### src/rtl/pktpat_pkg.sv
package pktpat_pkg;

    // Byte lanes per stream beat and per configuration row.
    localparam int LANES = 8;

    typedef enum logic [1:0] {
        ST_IDLE = 2'd0,
        ST_CMP  = 2'd1,
        ST_TAIL = 2'd2
    } flt_state_e;

    function automatic logic [3:0] lane_count(input logic [LANES-1:0] keep);
        logic [3:0] n;
        n = '0;
        for (int i = 0; i < LANES; i++) begin
            n = n + {3'b000, keep[i]};
        end
        return n;
    endfunction

endpackage

### src/rtl/pktpat_cfg_store.sv
module pktpat_cfg_store
    import pktpat_pkg::*;
#(
    parameter int ROWS    = 16,
    parameter int MAX_LEN = 128,
    parameter int LEN_W   = 8,
    parameter int CFG_AW  = 6
) (
    input  logic                          clk,
    input  logic                          por_n,
    input  logic                          we,
    input  logic [CFG_AW-1:0]             addr,
    input  logic [31:0]                   wdata,
    output logic [ROWS-1:0][LANES*8-1:0]  pat_o,
    output logic [ROWS-1:0][LANES-1:0]    mask_o,
    output logic [LEN_W-1:0]              len_o
);

    localparam int ROW_W = CFG_AW - 2;
    localparam logic [ROW_W-1:0] LAST_ROW = ROW_W'(ROWS - 1);

    logic [ROW_W-1:0] wr_row;
    logic [1:0]       wr_word;
    logic             len_ok;

    assign wr_row  = addr[CFG_AW-1:2];
    assign wr_word = addr[1:0];
    assign len_ok  = ({1'b0, wdata[LEN_W-1:0]} <= (LEN_W+1)'(MAX_LEN));

    for (genvar r = 0; r < ROWS; r++) begin : g_row
        logic hit;
        assign hit = we && (wr_row == ROW_W'(r));

        always_ff @(posedge clk) begin
            if (!por_n) begin
                pat_o[r]  <= '0;
                mask_o[r] <= '0;
            end else if (hit) begin
                unique case (wr_word)
                    2'd0:    pat_o[r][31:0]  <= wdata;
                    2'd1:    pat_o[r][63:32] <= wdata;
                    2'd2:    mask_o[r]       <= wdata[LANES-1:0];
                    default: ;
                endcase
            end
        end
    end

    always_ff @(posedge clk) begin
        if (!por_n) begin
            len_o <= '0;
        end else if (we && wr_row == LAST_ROW && wr_word == 2'd3 && len_ok) begin
            len_o <= wdata[LEN_W-1:0];
        end
    end

endmodule

### src/rtl/pktpat_lane_cmp.sv
module pktpat_lane_cmp
    import pktpat_pkg::*;
(
    input  logic [LANES*8-1:0] pat,
    input  logic [LANES-1:0]   en,
    input  logic [LANES*8-1:0] data,
    output logic               mism
);

    logic [LANES-1:0] lane_bad;

    for (genvar i = 0; i < LANES; i++) begin : g_lane
        assign lane_bad[i] = en[i] && (data[8*i +: 8] != pat[8*i +: 8]);
    end

    assign mism = |lane_bad;

endmodule

### src/rtl/pktpat_ctrl.sv
module pktpat_ctrl
    import pktpat_pkg::*;
#(
    parameter int ROWS    = 16,
    parameter int MAX_LEN = 128,
    parameter int LEN_W   = 8,
    parameter int ROW_W   = 4,
    parameter int GRP_W   = 5
) (
    input  logic              clk,
    input  logic              por_n,
    input  logic              rst_n,
    input  logic              s_valid,
    input  logic [LANES-1:0]  s_keep,
    input  logic              s_last,
    input  logic              beat_mism,
    input  logic [LEN_W-1:0]  len_i,
    output logic [ROW_W-1:0]  grp_o,
    output logic              res_valid,
    output logic              res_pass
);

    flt_state_e        state_q, state_d;
    logic [GRP_W-1:0]  beat_q;
    logic [LEN_W-1:0]  cnt_q;
    logic              bad_q;

    logic              pkt_rst;
    logic [LEN_W:0]    len_up;
    logic [LEN_W:0]    ngroups;
    logic [GRP_W-1:0]  grp_cur;
    logic [LEN_W:0]    grp_cur_w;
    logic [LEN_W:0]    grp_nxt;
    logic              in_win;
    logic              beat_bad;
    logic              bad_nx;
    logic [LEN_W-1:0]  cnt_base;
    logic [LEN_W:0]    cnt_sum;
    logic [LEN_W-1:0]  cnt_nx;
    logic              len_met;
    logic              end_beat;

    assign pkt_rst = !por_n || !rst_n;

    // Window geometry: number of 8-byte groups that hold window bytes.
    assign len_up  = {1'b0, len_i} + (LEN_W+1)'(LANES - 1);
    assign ngroups = len_up >> 3;

    assign grp_cur   = (state_q == ST_IDLE) ? '0 : beat_q;
    assign grp_cur_w = (LEN_W+1)'(grp_cur);
    assign grp_nxt   = grp_cur_w + 1'b1;
    assign grp_o     = grp_cur[ROW_W-1:0];

    assign in_win   = (state_q != ST_TAIL) && (grp_cur_w < ngroups);
    assign beat_bad = in_win && beat_mism;
    assign bad_nx   = ((state_q == ST_IDLE) ? 1'b0 : bad_q) || beat_bad;

    // Saturating byte count; saturation at MAX_LEN keeps the length test exact.
    assign cnt_base = (state_q == ST_IDLE) ? '0 : cnt_q;
    assign cnt_sum  = {1'b0, cnt_base} + (LEN_W+1)'(lane_count(s_keep));
    assign cnt_nx   = (cnt_sum > (LEN_W+1)'(MAX_LEN)) ? LEN_W'(MAX_LEN)
                                                      : cnt_sum[LEN_W-1:0];
    assign len_met  = (cnt_nx >= len_i);
    assign end_beat = s_valid && s_last;

    // Next-state logic.
    always_comb begin
        state_d = state_q;
        unique case (state_q)
            ST_IDLE: begin
                if (s_valid && !s_last) begin
                    state_d = (grp_nxt < ngroups) ? ST_CMP : ST_TAIL;
                end
            end
            ST_CMP: begin
                if (s_valid) begin
                    if (s_last) begin
                        state_d = ST_IDLE;
                    end else if (grp_nxt >= ngroups) begin
                        state_d = ST_TAIL;
                    end
                end
            end
            ST_TAIL: begin
                if (end_beat) begin
                    state_d = ST_IDLE;
                end
            end
            default: state_d = ST_IDLE;
        endcase
    end

    // State register.
    always_ff @(posedge clk) begin
        if (pkt_rst) begin
            state_q <= ST_IDLE;
        end else begin
            state_q <= state_d;
        end
    end

    // Per-packet tracking.
    always_ff @(posedge clk) begin
        if (pkt_rst) begin
            beat_q <= '0;
            cnt_q  <= '0;
            bad_q  <= 1'b0;
        end else if (s_valid) begin
            cnt_q <= cnt_nx;
            bad_q <= bad_nx;
            if (state_d == ST_CMP) begin
                beat_q <= GRP_W'(grp_nxt);
            end
        end
    end

    // Verdict outputs.
    always_ff @(posedge clk) begin
        if (pkt_rst) begin
            res_valid <= 1'b0;
            res_pass  <= 1'b0;
        end else begin
            res_valid <= end_beat;
            res_pass  <= end_beat && !bad_nx && len_met;
        end
    end

endmodule

### src/rtl/pktpat_filter.sv
module pktpat_filter
    import pktpat_pkg::*;
#(
    parameter int PAT_BYTES = 128
) (
    input  logic         clk,
    input  logic         por_n,
    input  logic         rst_n,
    input  logic         s_valid,
    input  logic [63:0]  s_data,
    input  logic [7:0]   s_keep,
    input  logic         s_last,
    input  logic         cfg_we,
    input  logic [5:0]   cfg_addr,
    input  logic [31:0]  cfg_wdata,
    output logic         res_valid,
    output logic         res_pass
);

    localparam int ROWS   = PAT_BYTES / LANES;
    localparam int ROW_W  = (ROWS > 1) ? $clog2(ROWS) : 1;
    localparam int GRP_W  = $clog2(ROWS + 1);
    localparam int LEN_W  = $clog2(PAT_BYTES + 1);
    localparam int CFG_AW = ROW_W + 2;

    logic [ROWS-1:0][LANES*8-1:0] pat_all;
    logic [ROWS-1:0][LANES-1:0]   en_all;
    logic [LEN_W-1:0]             cfg_len;
    logic [ROW_W-1:0]             grp_sel;
    logic [LANES*8-1:0]           row_pat;
    logic [LANES-1:0]             row_en;
    logic                         beat_mism;

    pktpat_cfg_store #(
        .ROWS    (ROWS),
        .MAX_LEN (PAT_BYTES),
        .LEN_W   (LEN_W),
        .CFG_AW  (CFG_AW)
    ) u_cfg (
        .clk    (clk),
        .por_n  (por_n),
        .we     (cfg_we),
        .addr   (cfg_addr[CFG_AW-1:0]),
        .wdata  (cfg_wdata),
        .pat_o  (pat_all),
        .mask_o (en_all),
        .len_o  (cfg_len)
    );

    assign row_pat = pat_all[grp_sel];
    assign row_en  = en_all[grp_sel];

    pktpat_lane_cmp u_cmp (
        .pat  (row_pat),
        .en   (row_en),
        .data (s_data),
        .mism (beat_mism)
    );

    pktpat_ctrl #(
        .ROWS    (ROWS),
        .MAX_LEN (PAT_BYTES),
        .LEN_W   (LEN_W),
        .ROW_W   (ROW_W),
        .GRP_W   (GRP_W)
    ) u_ctrl (
        .clk       (clk),
        .por_n     (por_n),
        .rst_n     (rst_n),
        .s_valid   (s_valid),
        .s_keep    (s_keep),
        .s_last    (s_last),
        .beat_mism (beat_mism),
        .len_i     (cfg_len),
        .grp_o     (grp_sel),
        .res_valid (res_valid),
        .res_pass  (res_pass)
    );

endmodule

### config.mk
export PLATFORM = sky130hd
export DESIGN_NAME = pktpat_filter
export DESIGN_NICKNAME = d
export VERILOG_FILES = /design/src/rtl/pktpat_pkg.sv /design/src/rtl/pktpat_cfg_store.sv /design/src/rtl/pktpat_lane_cmp.sv /design/src/rtl/pktpat_ctrl.sv /design/src/rtl/pktpat_filter.sv
export SDC_FILE = /design/constraint.sdc
export NUM_CORES = 2
export LEC_CHECK = 0
export BUFFER_PORTS_ARGS = -buffer_cell sky130_fd_sc_hd__buf_2
export CAP_MARGIN = 20
export CELL_PAD_IN_SITES_DETAIL_PLACEMENT = 0
export CELL_PAD_IN_SITES_GLOBAL_PLACEMENT = 2
export CORE_MARGIN = 2
export CORE_UTILIZATION = 43
export CTS_CLUSTER_SIZE = 30
export DETAILED_ROUTE_END_ITERATION = 10
export GPL_ROUTABILITY_DRIVEN = 0
export PLACE_DENSITY_LB_ADDON = 0.1
export SLEW_MARGIN = 30
export SYNTH_ARGS = -nofsm -noshare
export SYNTH_HDL_FRONTEND = slang
export SYNTH_HIERARCHICAL = 1
export SYNTH_SLANG_ARGS = --single-unit
### constraint.sdc
create_clock -name clk -period 18.05 [get_ports clk]
set_input_delay 2.7075 -clock clk [delete_from_list [all_inputs] [get_ports clk]]
set_output_delay 2.7075 -clock clk [all_outputs]
set_load 0.02 [all_outputs]
# After elaboration in Yosys (flattened, before gate mapping)
# Index checks and enable logic that the tools add are counted.
[op_classes]
n_reduce_logical = 91
add_sub_neg = 10
order_cmp = 7
muxes = 15
n_eq_ne = 30
[ops]
columns = ["operator", "count"]
rows = [
  ["$bmux W64 S4", 1],
  ["$reduce_and A2 Y1", 49],
  ["$mux W64", 1],
  ["$ne A8 B8 Y1", 8],
  ["$bmux W8 S4", 1],
  ["$eq A4 B4 Y1 const B", 8],
  ["$logic_and A1 B1 Y1", 32],
  ["$add A4 B1 Y4", 6],
  ["$mux W8", 3],
  ["$eq A4 B3 Y1 const B", 4],
  ["$mux W2", 6],
  ["$add A8 B3 Y9 const B", 1],
  ["$add A8 B4 Y9", 1],
  ["$ge A9 B6 Y1", 1],
  ["$gt A9 B8 Y1 const B", 1],
  ["$lt A9 B6 Y1", 1],
  ["$eq A4 B2 Y1 const B", 2],
  ["$ge A8 B8 Y1", 1],
  ["$le A8 B8 Y1 const B", 1],
  ["$reduce_or A8 Y1", 1],
  ["$add A5 B1 Y6 const B", 1],
  ["$eq A2 B1 Y1 const B", 3],
  ["$eq A2 B2 Y1 const B", 3],
  ["$lt A5 B6 Y1", 1],
  ["11 further kinds", 16],
]
[totals]
in_bits = 116
reg_bits = 1178

# Depth between registers and ports, before layout
[depth]
ltp_word = 12
ltp_mapped = 21

# Hierarchy
# The synthesis kept the hierarchy.
[by_module_without_submodules]
columns = ["module", "cells_per_inst", "area_per_inst_um2", "n_inst"]
rows = [
  ["pktpat_cfg_store", 5084, 43514.2, 1],
  ["pktpat_filter", 603, 8406.8, 1],
  ["pktpat_ctrl", 236, 1888.1, 1],
  ["pktpat_lane_cmp", 91, 719.4, 1],
]

# Least setup slack after synthesis
# OpenSTA, ideal clock, no wires.
[synth_timing]
path_kind = "input to register"
from = "input port s_keep[0]"
to = "register u_ctrl.res_pass"
required_time_ns = 17.912
arrival_ns = 7.429
path_slack_ns = 10.483
n_path_buf = 0
cell_stages = 19
path_cell_list = "fa_1 inv_1 fa_1 fa_1 fa_1 fa_1 nand2b_1 a21oi_1 nand2_1 a2111oi_4 a21oi_2 or2_1 ha_1 nand2b_1 a21o_1 a211oi_1 o21bai_1 a2111oi_0 a2111oi_1"
[synth_via]
elab_chain_cells = 12
[synth_lines]
columns = ["item", "line_no", "text"]
rows = [
  ["from (decl)", "pktpat_filter.sv:11", "input logic [7:0] s_keep,"],
  ["$add A1 B1 Y2 *", "pktpat_pkg.sv:16", "n = n + {3'b000, keep[i]};"],
  ["$add A4 B1 Y4 * (6 in a row)", "pktpat_pkg.sv:16", ""],
  ["$add A8 B4 Y9 *", "pktpat_ctrl.sv:60", "assign cnt_sum = {1'b0, cnt_base} + (LEN_W+1)'(lane_count(s_keep));"],
  ["$gt A9 B8 Y1", "pktpat_ctrl.sv:61", "assign cnt_nx = (cnt_sum > (LEN_W+1)'(MAX_LEN)) ? LEN_W'(MAX_LEN)"],
  ["$mux W8 *", "pktpat_ctrl.sv:61", ""],
  ["$ge A8 B8 Y1 *", "pktpat_ctrl.sv:63", "assign len_met = (cnt_nx >= len_i);"],
  ["$logic_and A1 B1 Y1 *", "pktpat_ctrl.sv:124", "res_pass <= end_beat && !bad_nx && len_met;"],
  ["to (signal assigned)", "pktpat_ctrl.sv:124", ""],
  ["to (decl)", "pktpat_ctrl.sv:20", "output logic res_pass"],
]
# Every way passes the cells marked *; elsewhere a longest branch is shown, timed or not.
# A chain may end at the register's enable or synchronous reset.

# Worst setup path after layout
# Ends and elaborated chain as after synthesis.

==> flow_summary.toml <==
[status]
status = "completed"

[yosys]
ys_types = 59
synth_area_per_cell_sq_um = 9.07
ys_seq_elements = 1178
ys_seq_area_share_pct = 43.2
synthesis.nets = 6161
async_reset_ff_share_pct = 0
ys_warn_count = 6
synthCells = 6014
synth_edf_count = 0
synth_top_flop_cell = "dfxtp_1"
syn-cell-area_sq_um = 54500

[setup_path]
cp-end-kind = "flip-flop"
regToRegSetupSlack_ns = 11.40
crit_path_max_incr_delay_ns = 0.53
path_cells = "buf_2 -> fa_1 -> inv_1 -> fa_1 -> fa_1 -> fa_1 -> fa_1 -> nand2b_1 -> a21oi_1 -> nand2_1 -> a2111oi_4 -> a21oi_2 -> or2_1 -> ha_1 -> nand2b_1 -> a21o_1 -> a211oi_1 -> o21bai_1 -> a2111oi_0 -> a2111oi_1"
cp_slowest_cell = "fa_1"
crit_arrival_ns = 7.86
path_max_fanout = 4
r2r-end = "u_ctrl/res_pass"
path_class = "primary input to flip-flop"
crit_top_cell = "fa_1"
r2r_cells = 18
cp-start-kind = "primary input"
regToRegStartpoint = "u_ctrl/state_q[0]"
crit_required_ns = 18.66

[clock_network]
clk_path_buf_depth = 3
tritoncts = "done"
clk_latency_ns = 0.77
cts_hold_buffers = 0
path_clk_slew_ns = 0.06
ctsResizeCount = 0
post_cts_buffers = 0
clock-sinks = 1178
cts_buffers = 139
htree_levels = 4
root_buffer = "clkbuf_16"

[sta]
hold_viol = 0
tightest_slew_ns = 0.952
relSlewSlack_pct = 36.5
max_freq_ghz = 0.138
hold_ws_ns = 0.440
rsz0062_at_grt = "false"
tns_ns = 0
min_period_ns = 7.25
final-max-slew-violation-count = 0
skew_ns = 0.0284
finalSetupViolations = 0
finalCritPeriodShare_pct = 40.2

[routing]
drt_pre_antenna_iters = 6
antenna_left = 0
post_drt_wl_per_cell_um = 24.8
route.detailed.drc = 0
via_per_inst = 5.65
num_vias = 42700
wirelength_mm = 188
drt_iter0_markers = 3935

[grt]
busiest_layer = "met2"
grt_pass1_vias = 40900
gr-usage-met3_pct = 4.29
grt_pass1_wl_mm = 278
grt_usage_pct = 28.5
grt_max_degree = 265
overflow = 0
grt_util_met2_pct = 46.8
antenna_found_initial = 16
grtUsageMet1_pct = 39.2

[finish]
layout-drive-gt1-share_pct = 13.9
layout.cells.non_filler = 7569
antenna_cells = 0
area.growth.synth_to_final_pct = 11.1
nFillCells = 12000
final_nets = 5960

[floorplanning]
design.die.area_sq_um = 130000
initial_core_util_pct = 43.4
coreArea_sq_um = 126000
num_rows = 130
die_y_um = 360
die_w_um = 360
pin_count = 118

[placement]
dp_hpwl_mm = 100
portBuffers = 117
dp.cells = 7320

[hold_path]
min_path_type = "flip-flop to flip-flop"
hold_path_end = "u_ctrl/res_pass"
hold_path_startpoint = "u_ctrl/bad_q"
hold_depth = 1

[job]
drv_cap = 0

[pwr]
peakVddDrop_v = 0.0000738
power_leakage_nw = 20.0
powerDensity_nw_per_um2 = 93.5
cell usage after synthesis, drive strengths merged, types with 3 or more instances:
library cell	n	share of area [%]
mux4	288	12
dfxtp	1178	43
a22oi	146	2.0
a21o	6	0.085
and2	11	0.13
buf	145	1.6
xnor2	70	1.1
or2	6	0.069
a21oi	16	0.17
nor3	49	0.94
clkbuf	422	2.9
nand2b	8	0.092
nand2	2156	15
nand3	49	0.46
inv	22	0.15
a21boi	1025	14
a2111oi	3	0.085
xor2	4	0.064
nor2	29	0.20
a211oi	3	0.050
fa	5	0.18
mux2i	142	2.6
ha	26	0.60
nor2b	138	1.6
o21ai	21	0.20
nand4	20	0.23
critical path: cells and delay by family:
kind	cells	cell delay, ns
AOI/OAI and AO/OA	8	1.72
adders and majority gates	6	2.57
buffers and inverters	2	0.16
and+or+nand+nor	4	0.70
flip-flops by register name, indices dropped and copies added, names as in the netlist:
register and count:
u_cfg/pat_o 1024, u_cfg/mask_o 128, u_cfg/len_o 8, u_ctrl/cnt_q 8, u_ctrl/beat_q 5, u_ctrl/state_q 2, u_ctrl/bad_q 1, u_ctrl/res_pass 1
u_ctrl/res_valid 1
power breakdown:
| part | switching, mW | internal (mW) |
|---|---|---|
| Combinational | 0.166 | 0.0862 |
| Clock | 1.14 | 1.66 |
| Sequential | 0.00549 | 2.61 |
| Total | 1.31 | 4.36 |
per-layer routing:
layer,share of wire [%],vias up,wire length (um)
li1,-,19900,-
met1,45,21300,84700
met2,47,1214,87900
met3,6.1,275,11400
met4,2.1,16,3900
met5,0.055,-,104
cell usage in the layout, fill, tap and decap left out, types with 70 or more instances in the layout:
| cell type | instances |
|---|---|
| nand2_1 | 2156 |
| dfxtp_1 | 1178 |
| a21boi_1 | 766 |
| mux4_2 | 288 |
| a21boi_0 | 259 |
| clkbuf_16 | 148 |
| a22oi_1 | 146 |
| mux2i_1 | 142 |
| nor2b_1 | 135 |
| buf_2 | 116 |
| buf_4 | 100 |
| xnor2_1 | 70 |
stage by stage:
step | util [%] | power [mW] | instance area, sq um | worst slack [ns]
finish | 48.2 | 5.67 | 60600 | 10.80
floorplan | - | 2.83 | 54500 | 10.48
CTS | 48.1 | 5.72 | 60500 | 10.79
detailed placement | 44.5 | 2.93 | 56000 | 10.02
global placement | 44.5 | 2.93 | 56000 | 10.09
global route | 48.2 | 5.85 | 60600 | 10.35
area by class of cell:
| cell class | instances | area, sq um | share of cell area, % |
|---|---|---|---|
| flip-flops and latches | 1178 | 23600 | 38.9 |
| inverters | 22 | 90.1 | 0.149 |
| well taps | 1650 | 2060 | 3.41 |
| clock buffers | 217 | 4260 | 7.03 |
| repair buffers | 225 | 1510 | 2.49 |
| clock inverters | 30 | 260 | 0.429 |
| multi-input cells | 4247 | 28800 | 47.6 |
worst max path at each step:
stage                          from         endpoint  slack, ns  cells past startpoint
final                     s_keep[0]  u_ctrl/res_pass      10.80                     20
after floorplan           s_keep[0]  u_ctrl/res_pass      10.48                     19
after global placement    s_keep[0]  u_ctrl/res_pass      10.09                     20
after CTS                 s_keep[0]  u_ctrl/res_pass      10.79                     20
after detailed placement  s_keep[0]  u_ctrl/res_pass      10.02                     20
after global routing      s_keep[0]  u_ctrl/res_pass      10.35                     20
cells by family (layout without fill, tap and decap cells):
logic type	Yosys count	in the layout	synth area share (%)
simple gates	2480	2480	18.7
compound gates	1232	1232	16.9
flops	1178	1178	43.2
buf+inv	589	494	4.63
mux	430	430	14.5
xor+xnor	74	74	1.19
fa+ha+maj	31	31	0.780
Power figures use the tool's default switching activity.
